### config.mk
export PLATFORM = sky130hd
export DESIGN_NAME = binAsciiFrameSender
export DESIGN_NICKNAME = d
export VERILOG_FILES = /design/src/rtl/bin_ascii_pkg.sv /design/src/rtl/binAsciiDatapath.sv /design/src/rtl/binAsciiControl.sv /design/src/rtl/binAsciiFrameSender.sv
export SDC_FILE = /design/constraint.sdc
export NUM_CORES = 1
export LEC_CHECK = 0
export ABC_AREA = 0
export CORE_UTILIZATION = 39
export CTS_CLUSTER_DIAMETER = 30
export DETAILED_ROUTE_END_ITERATION = 10
export DONT_BUFFER_PORTS = 1
export GPL_ROUTABILITY_DRIVEN = 1
export PLACE_DENSITY_LB_ADDON = 0.15
export SLEW_MARGIN = 15
export SYNTH_ARGS = -nofsm -noshare
export SYNTH_HDL_FRONTEND = slang
export SYNTH_HIERARCHICAL = 1
export SYNTH_SLANG_ARGS = --single-unit
export TNS_END_PERCENT = 1
### constraint.sdc
create_clock -name clk -period 2.29 [get_ports clk]
set_clock_uncertainty 0.15 [all_clocks]
set_input_delay 0.458 -clock clk [delete_from_list [all_inputs] [get_ports clk]]
set_output_delay 0.458 -clock clk [all_outputs]
set_load 0.01 [all_outputs]
### src/rtl/bin_ascii_pkg.sv
package bin_ascii_pkg;
  localparam int BIN_W      = 11;
  localparam int DIGITS     = 4;
  localparam int FRAME_LEN  = DIGITS + 1;
  localparam int BCD_W      = 4 * DIGITS;
  localparam logic [7:0] ASCII_ZERO = 8'h30;
  localparam logic [7:0] TERM_CHAR  = 8'h3B;

  // strobes from control to datapath
  typedef struct packed {
    logic                 startConv;  // latch input and begin conversion
    logic [FRAME_LEN-1:0] charSel;    // one-hot character pick, 0 = none
  } ctrlStrobe_t;

  // status from datapath to control
  typedef struct packed {
    logic changeSeen;
    logic convDone;
  } dpStatus_t;
endpackage

### src/rtl/binAsciiDatapath.sv
module binAsciiDatapath
  import bin_ascii_pkg::*;
#(
  parameter int BinW   = BIN_W,
  parameter int Digits = DIGITS
) (
  input  logic              clk,
  input  logic              rst,
  input  logic [BinW-1:0]   binIn,
  input  ctrlStrobe_t       ctrl,
  output dpStatus_t         status,
  output logic [7:0]        txData
);
  localparam int BcdW   = 4 * Digits;
  localparam int CountW = $clog2(BinW + 1);
  localparam int FrameW = Digits + 1;
  localparam logic [CountW-1:0] LastStep = CountW'(BinW - 1);

  // change detector
  logic [BinW-1:0] prevValue;
  always_ff @(posedge clk) begin
    prevValue <= binIn;
  end
  assign status.changeSeen = !rst && (binIn != prevValue);

  // iterative shift-and-add-3 converter
  logic [BinW-1:0]   binShift;
  logic [BcdW-1:0]   bcdWork;
  logic [BcdW-1:0]   bcdAdjusted;
  logic [BcdW-1:0]   bcdNext;
  logic [BcdW-1:0]   digitReg;
  logic [CountW-1:0] stepCount;
  logic              busy;

  for (genvar d = 0; d < Digits; d++) begin : g_adjust
    logic [3:0] nib;
    assign nib = bcdWork[4*d +: 4];
    assign bcdAdjusted[4*d +: 4] = (nib >= 4'd5) ? nib + 4'd3 : nib;
  end

  assign bcdNext         = {bcdAdjusted[BcdW-2:0], binShift[BinW-1]};
  assign status.convDone = busy && (stepCount == LastStep);

  always_ff @(posedge clk) begin
    if (rst) begin
      busy      <= 1'b0;
      stepCount <= '0;
      binShift  <= '0;
      bcdWork   <= '0;
      digitReg  <= '0;
    end else if (ctrl.startConv) begin
      busy      <= 1'b1;
      stepCount <= '0;
      binShift  <= binIn;
      bcdWork   <= '0;
    end else if (busy) begin
      bcdWork   <= bcdNext;
      binShift  <= {binShift[BinW-2:0], 1'b0};
      stepCount <= stepCount + 1'b1;
      if (stepCount == LastStep) begin
        busy     <= 1'b0;
        digitReg <= bcdNext;
      end
    end
  end

  // character mux: selector bit 0 picks the most significant digit
  always_comb begin
    txData = 8'h00;
    for (int i = 0; i < Digits; i++) begin
      if (ctrl.charSel[i]) begin
        txData = txData | (ASCII_ZERO + {4'h0, digitReg[4*(Digits-1-i) +: 4]});
      end
    end
    if (ctrl.charSel[FrameW-1]) begin
      txData = txData | TERM_CHAR;
    end
  end
endmodule

### src/rtl/binAsciiControl.sv
module binAsciiControl
  import bin_ascii_pkg::*;
(
  input  logic        clk,
  input  logic        rst,
  input  dpStatus_t   status,
  input  logic        txDone,
  output ctrlStrobe_t ctrl,
  output logic        txValid
);
  typedef enum logic [1:0] {ST_IDLE, ST_CONV, ST_SEND} seqState_t;

  seqState_t            state;
  logic [FRAME_LEN-1:0] charSel;
  logic                 pending;
  logic                 lastAck;
  logic                 startNow;

  assign lastAck  = (state == ST_SEND) && charSel[FRAME_LEN-1] && txDone;
  assign startNow = ((state == ST_IDLE) && status.changeSeen) ||
                    (lastAck && (pending || status.changeSeen));

  always_ff @(posedge clk) begin
    if (rst) begin
      state   <= ST_IDLE;
      charSel <= '0;
      pending <= 1'b0;
    end else begin
      if (startNow) begin
        pending <= 1'b0;
      end else if (status.changeSeen) begin
        pending <= 1'b1;
      end

      if (startNow) begin
        state   <= ST_CONV;
        charSel <= '0;
      end else begin
        unique case (state)
          ST_IDLE: ;
          ST_CONV: begin
            if (status.convDone) begin
              state   <= ST_SEND;
              charSel <= FRAME_LEN'(1);
            end
          end
          ST_SEND: begin
            if (lastAck) begin
              state   <= ST_IDLE;
              charSel <= '0;
            end else if (txDone) begin
              charSel <= {charSel[FRAME_LEN-2:0], 1'b0};
            end
          end
          default: begin
            state   <= ST_IDLE;
            charSel <= '0;
          end
        endcase
      end
    end
  end

  assign ctrl.startConv = startNow;
  assign ctrl.charSel   = charSel;
  assign txValid        = |charSel;
endmodule

### src/rtl/binAsciiFrameSender.sv
module binAsciiFrameSender
  import bin_ascii_pkg::*;
(
  input  logic             clk,
  input  logic             rst,
  input  logic [BIN_W-1:0] binIn,
  output logic [7:0]       txData,
  output logic             txValid,
  input  logic             txDone
);
  ctrlStrobe_t ctrlBus;
  dpStatus_t   statusBus;

  binAsciiDatapath #(.BinW(BIN_W), .Digits(DIGITS)) u_dp (
    .clk    (clk),
    .rst    (rst),
    .binIn  (binIn),
    .ctrl   (ctrlBus),
    .status (statusBus),
    .txData (txData)
  );

  binAsciiControl u_ctrl (
    .clk     (clk),
    .rst     (rst),
    .status  (statusBus),
    .txDone  (txDone),
    .ctrl    (ctrlBus),
    .txValid (txValid)
  );
endmodule

# Word-level counts from Yosys, hierarchy flattened
# Index checks and enable logic that the tools add are counted.
# word_totals
register_bits	67
inputBits	14
out_inout_bits	9
elab_cells	77
# op_classes
add_sub_neg	9
n_lt_le_gt_ge	4
n_eq_ne	10
n_mux	22
n_bitwise	5
reduce_logical	17
# op_table
operator	count
8-bit 2-to-1 mux	4
6-bit by 4-bit adder with 7-bit output (first input constant)	4
8-bit bitwise OR	3
11-bit 2-to-1 mux	2
4-bit by 3-bit greater-or-equal comparator with 1-bit output (second input constant)	4
5-bit 2-to-1 mux	3
5-bit case mux with 3 select lines	1
4-bit by 2-bit adder with 4-bit output (second input constant)	3
4-bit 2-to-1 mux	3
3-bit AND reduction	4
11-bit != test	1
1-bit logical AND	6
6-bit 2-to-1 mux	1
3-bit by 2-bit != test with 1-bit output (second input constant)	2
2-bit case mux with 3 select lines	1
5-bit OR reduction	1
4-bit by 1-bit adder with 4-bit output (second input constant)	1
4-bit equality test (second input constant)	1
1-bit 2-to-1 mux	4
2-bit 2-to-1 mux	2
2-bit by 1-bit != test with 1-bit output (second input constant)	2
3-bit by 2-bit adder with 3-bit output (second input constant)	1
3-bit 2-to-1 mux	1
3-bit by 1-bit != test with 1-bit output (second input constant)	1
9 further kinds	11

# Longest topological paths before layout
# depth
depth_word	9
depth_mapped	11
depth_no_buf	8

# By module
# Netlist, hierarchy kept.
# modules_own_cells
module	n_inst	cells_each	area_per_inst_um2	seq_area_each_um2
binAsciiDatapath	1	300	2731.4	1181.1
binAsciiControl	1	47	469.2	160.2

# Worst setup path before layout
# Ideal clock, no wire load.
# synth_path
kind	input port to flip-flop
start	input port rst
end	register u_dp.stepCount[1]
setup_ns	0.086
arrival_ns	2.260
required_time_ns	2.054
slack_ns	-0.206
cell_stages	10
path_buffers	5
path_cell_list	clkbuf_1 -> clkbuf_1 -> a31oi_1 -> o2111ai_1 -> nand2_1 -> buf_4 -> buf_2 -> or2_2 -> buf_2 -> a211oi_1
# synth_lines
item	line_no	text
start: declaration	binAsciiFrameSender.sv:5	input logic rst,
end signal: assignment	binAsciiDatapath.sv:59	stepCount <= stepCount + 1'b1;
end: declaration	binAsciiDatapath.sv:32	logic [CountW-1:0] stepCount;

==> results.ini <==
[status]
status=completed

[die]
ios=23
core_area_sq_mm=0.007848
die_w_um=92.59
dieArea_sq_mm=0.008573
rows=32
start_util_pct=40.78
die_h_um=92.59

[grt]
antenna_found_initial=0
gr-total-overflow=0
grt_max_degree=42
grt_usage_pct=16.89
grt_pass1_wl_um=11160
grt_pass1_vias=2292

[detailed_routing]
drt-initial-drc-count=85
routed_wirelength_um=6704
wl_per_cell_um=14.23
drt-pass1-iter-count=4
ant_nets=0
via_per_inst=5.074
num_vias=2390
drc=0

[pwr]
power_density_mw_per_mm2=652.7
p_sw_share_pct=25.51
switchingPower_mw=0.6230
ir_worst_vdd_uv=385.1
combPwrFrac_pct=10.4
clkPwrFrac_pct=39.3
leakage_nw=1.376
p_int_mw=1.820
p_seq_share_pct=50.2

[worst_setup_path]
required_ps=2380
path_max_fanout=9
reg2reg_to=u_dp/digitReg[12]
worstPathArrival_ps=2330
end_kind=flop
startpoint_type=flop
regToRegStartpoint=u_dp/prevValue[8]
rrSetupSlack_ps=50
path_class=reg2reg
rr_worst_depth=10

[worst_hold_path]
worstHoldEndpoint=u_dp/binShift[2]
min_path_cells=1
hold_start=rst
hold_class=in2reg

[placement]
place_congestion=0.7204
port_buffers=0
dpl-instance-area_sq_mm=0.003317
dp_hpwl_um=4385

[layout]
nNetsFinal=391
fin_util_pct=47.69
multi_input_area_sq_mm=0.001738
antennaDiodeCount=0
synthToLayoutAreaGrowth_pct=16.93
n_fill_cell=777
drive_above_1_share_pct=18.43
final_area_sq_mm=0.003742
register_area_sq_mm=0.001341

[timing]
slew_violations=0
layout_min_cycle_time_ps=2235
rsz0062_at_grt=true
whs_ps=32.22
tns_ps=0
fmax_mhz=447.4
hold_viol_final=0
setup_viol=0
period_share_pct=97.60

[synth]
synth_seq_cells=67
synth_area_sq_mm=0.003201
synth_top_area_share_pct=41.91
synth.lib_cells_used.distinct=42
seq_area_frac_synth_pct=41.91
syn_area_per_cell_sq_um=9.224
synth_area_leader_cell=dfxtp_1
netlist_instances=347
synthTopCellsByArea=dfxtp_1, nor2_1, mux2i_1
ys_warn_count=6

[clock_network]
clk_pin_slew_ps=80
cts_tree=done
clockRootBuffer=clkbuf_8
cts_sinks=67
cts_made_buffers=9
clock_path_buffers=2
insertion_delay_ps=340
htreeDepth=3

[run]
cap_violations=0

## registers in the layout, indices dropped and copies added (netlist names)
name,flops
u_dp/binShift,11
u_dp/prevValue,11
u_dp/stepCount,4
u_dp/bcdWork,16
u_ctrl/state,2
u_dp/digitReg,16
u_ctrl/charSel,5
u_dp/busy,1
u_ctrl/pending,1
## logic make-up after synthesis
kind of cell | after synthesis | share of synthesized area [%]
compound gates | 71 | 16.22
xor+xnor | 18 | 4.926
fa+ha+maj | 13 | 5.082
buf+inv | 35 | 5.707
flops | 67 | 41.91
mux | 21 | 6.724
other cells | 1 | 0.1172
simple gates | 121 | 19.31
## critical path: stages, from the launching register on
cell and delay, ps:
dfxtp_1 310, xor2_1 160, nor4_2 330, a31oi_2 170
o2111ai_2 260, nand2_2 120, buf_6 140, nor2_4 130
buf_12 140, nor2_1 40, a211oi_1 190
## power groups by stage
| stage | Combinational [mW] | Sequential, mW | Clock (mW) |
|---|---|---|---|
| final | 0.255 | 1.23 | 0.961 |
| after global placement | 0.224 | 1.25 | 0 |
| after global routing | 0.283 | 1.23 | 1.05 |
| after detailed placement | 0.225 | 1.25 | 0 |
| after floorplan | 0.205 | 1.25 | 0 |
| after CTS | 0.245 | 1.23 | 0.997 |
## layout by cell type, fill, tap and decap left out, drive strengths merged, types with 3 or more instances in the layout
cell type and instances:
dfxtp 67, nor2 53, a21oi 27, nand2 23, nand2b 22, mux2i 17, o22ai 16, inv 15
ha 13, xor2 13, buf 13, dlygate4sd3 12, clkbuf 10, o21ai 7, a211oi 7, xnor2 5
clkinv 5, mux2 4, nand3 4, a311oi 4, nor3b 4, nor3 3, and4 3, a222oi 3
## worst max path at each step
stage,startpoint,to,slack (ps),depth (start not counted)
after floorplan,binIn[6],u_dp/digitReg[10],-110,10
after global routing,u_dp/prevValue[8],u_dp/digitReg[12],-100,10
after global placement,binIn[7],u_dp/bcdWork[1],-170,9
final,u_dp/prevValue[8],u_dp/digitReg[12],50,10
after CTS,u_dp/prevValue[7],u_dp/digitReg[3],5,10
after detailed placement,binIn[7],u_dp/digitReg[11],-240,10
## cells in the mapped netlist
| cell type | n |
|---|---|
| a222oi_1 | 3 |
| nor4_1 | 2 |
| nand2b_1 | 21 |
| buf_2 | 5 |
| nand4_1 | 2 |
| nand2_1 | 23 |
| a221oi_2 | 1 |
| xor2_1 | 13 |
| conb_1 | 1 |
| nand3_1 | 4 |
| or2_2 | 1 |
| a21oi_2 | 1 |
| nand3b_1 | 1 |
| ha_1 | 13 |
| o22ai_1 | 8 |
| a31oi_1 | 2 |
| xnor2_1 | 5 |
| dfxtp_1 | 67 |
| buf_4 | 6 |
| o22ai_2 | 8 |
| a221oi_4 | 1 |
| or2_1 | 1 |
| nor2_2 | 6 |
| nor2_4 | 1 |
| or3_1 | 1 |
| nor3b_1 | 4 |
| a311oi_1 | 4 |
| mux2_2 | 4 |
| buf_6 | 3 |
| nor3_1 | 3 |
| o2111ai_1 | 1 |
| o21ai_0 | 7 |
| clkbuf_1 | 7 |
| a21oi_1 | 26 |
| nand2b_2 | 1 |
| and4_2 | 3 |
| nand4b_4 | 1 |
| mux2i_1 | 17 |
| a211oi_1 | 7 |
| inv_1 | 14 |
| a22oi_1 | 2 |
| nor2_1 | 46 |
## stage by stage
| stage | total power, mW | worst slack (ps) | cells |
|---|---|---|---|
| floorplan | 1.451 | -109.0 | 348 |
| global placement | 1.477 | -167.1 | 439 |
| detailed placement | 1.480 | -241.8 | 439 |
| CTS | 2.469 | 5.218 | 467 |
| global route | 2.567 | -104.7 | 471 |
| finish | 2.443 | 54.91 | 471 |
## routing by layer
layer | part of all wire, % | GRT usage [%] | vias to the layer above | wire length [um]
li1 | - | - | 1227 | -
met1 | 51 | 22.57 | 1132 | 3403
met2 | 45 | 25.86 | 26 | 3029
met3 | 3.0 | 5.008 | 5 | 200
met4 | 1.0 | 5.599 | 0 | 70
met5 | 0 | 0 | - | 0
## layout make-up
class	count	area share (%)
clock buffer	9	3.310
timing repair buffer	26	7.790
inverter	14	1.404
tap	102	3.410
multi-input combinational	246	46.44
sequential	67	35.84
clock inverter	7	1.805
## timing repair
action / CTS / global route
hold buffers: 11 / 1
buffers inserted: 1 / 2
resized for setup: 2 / 12
hold endpoints to repair: 11 / 1
pin swaps: 3 / 11
endpoints found under the setup margin: 30 / 51
gates cloned: 0 / 1
(Power assumes the default switching activity.)
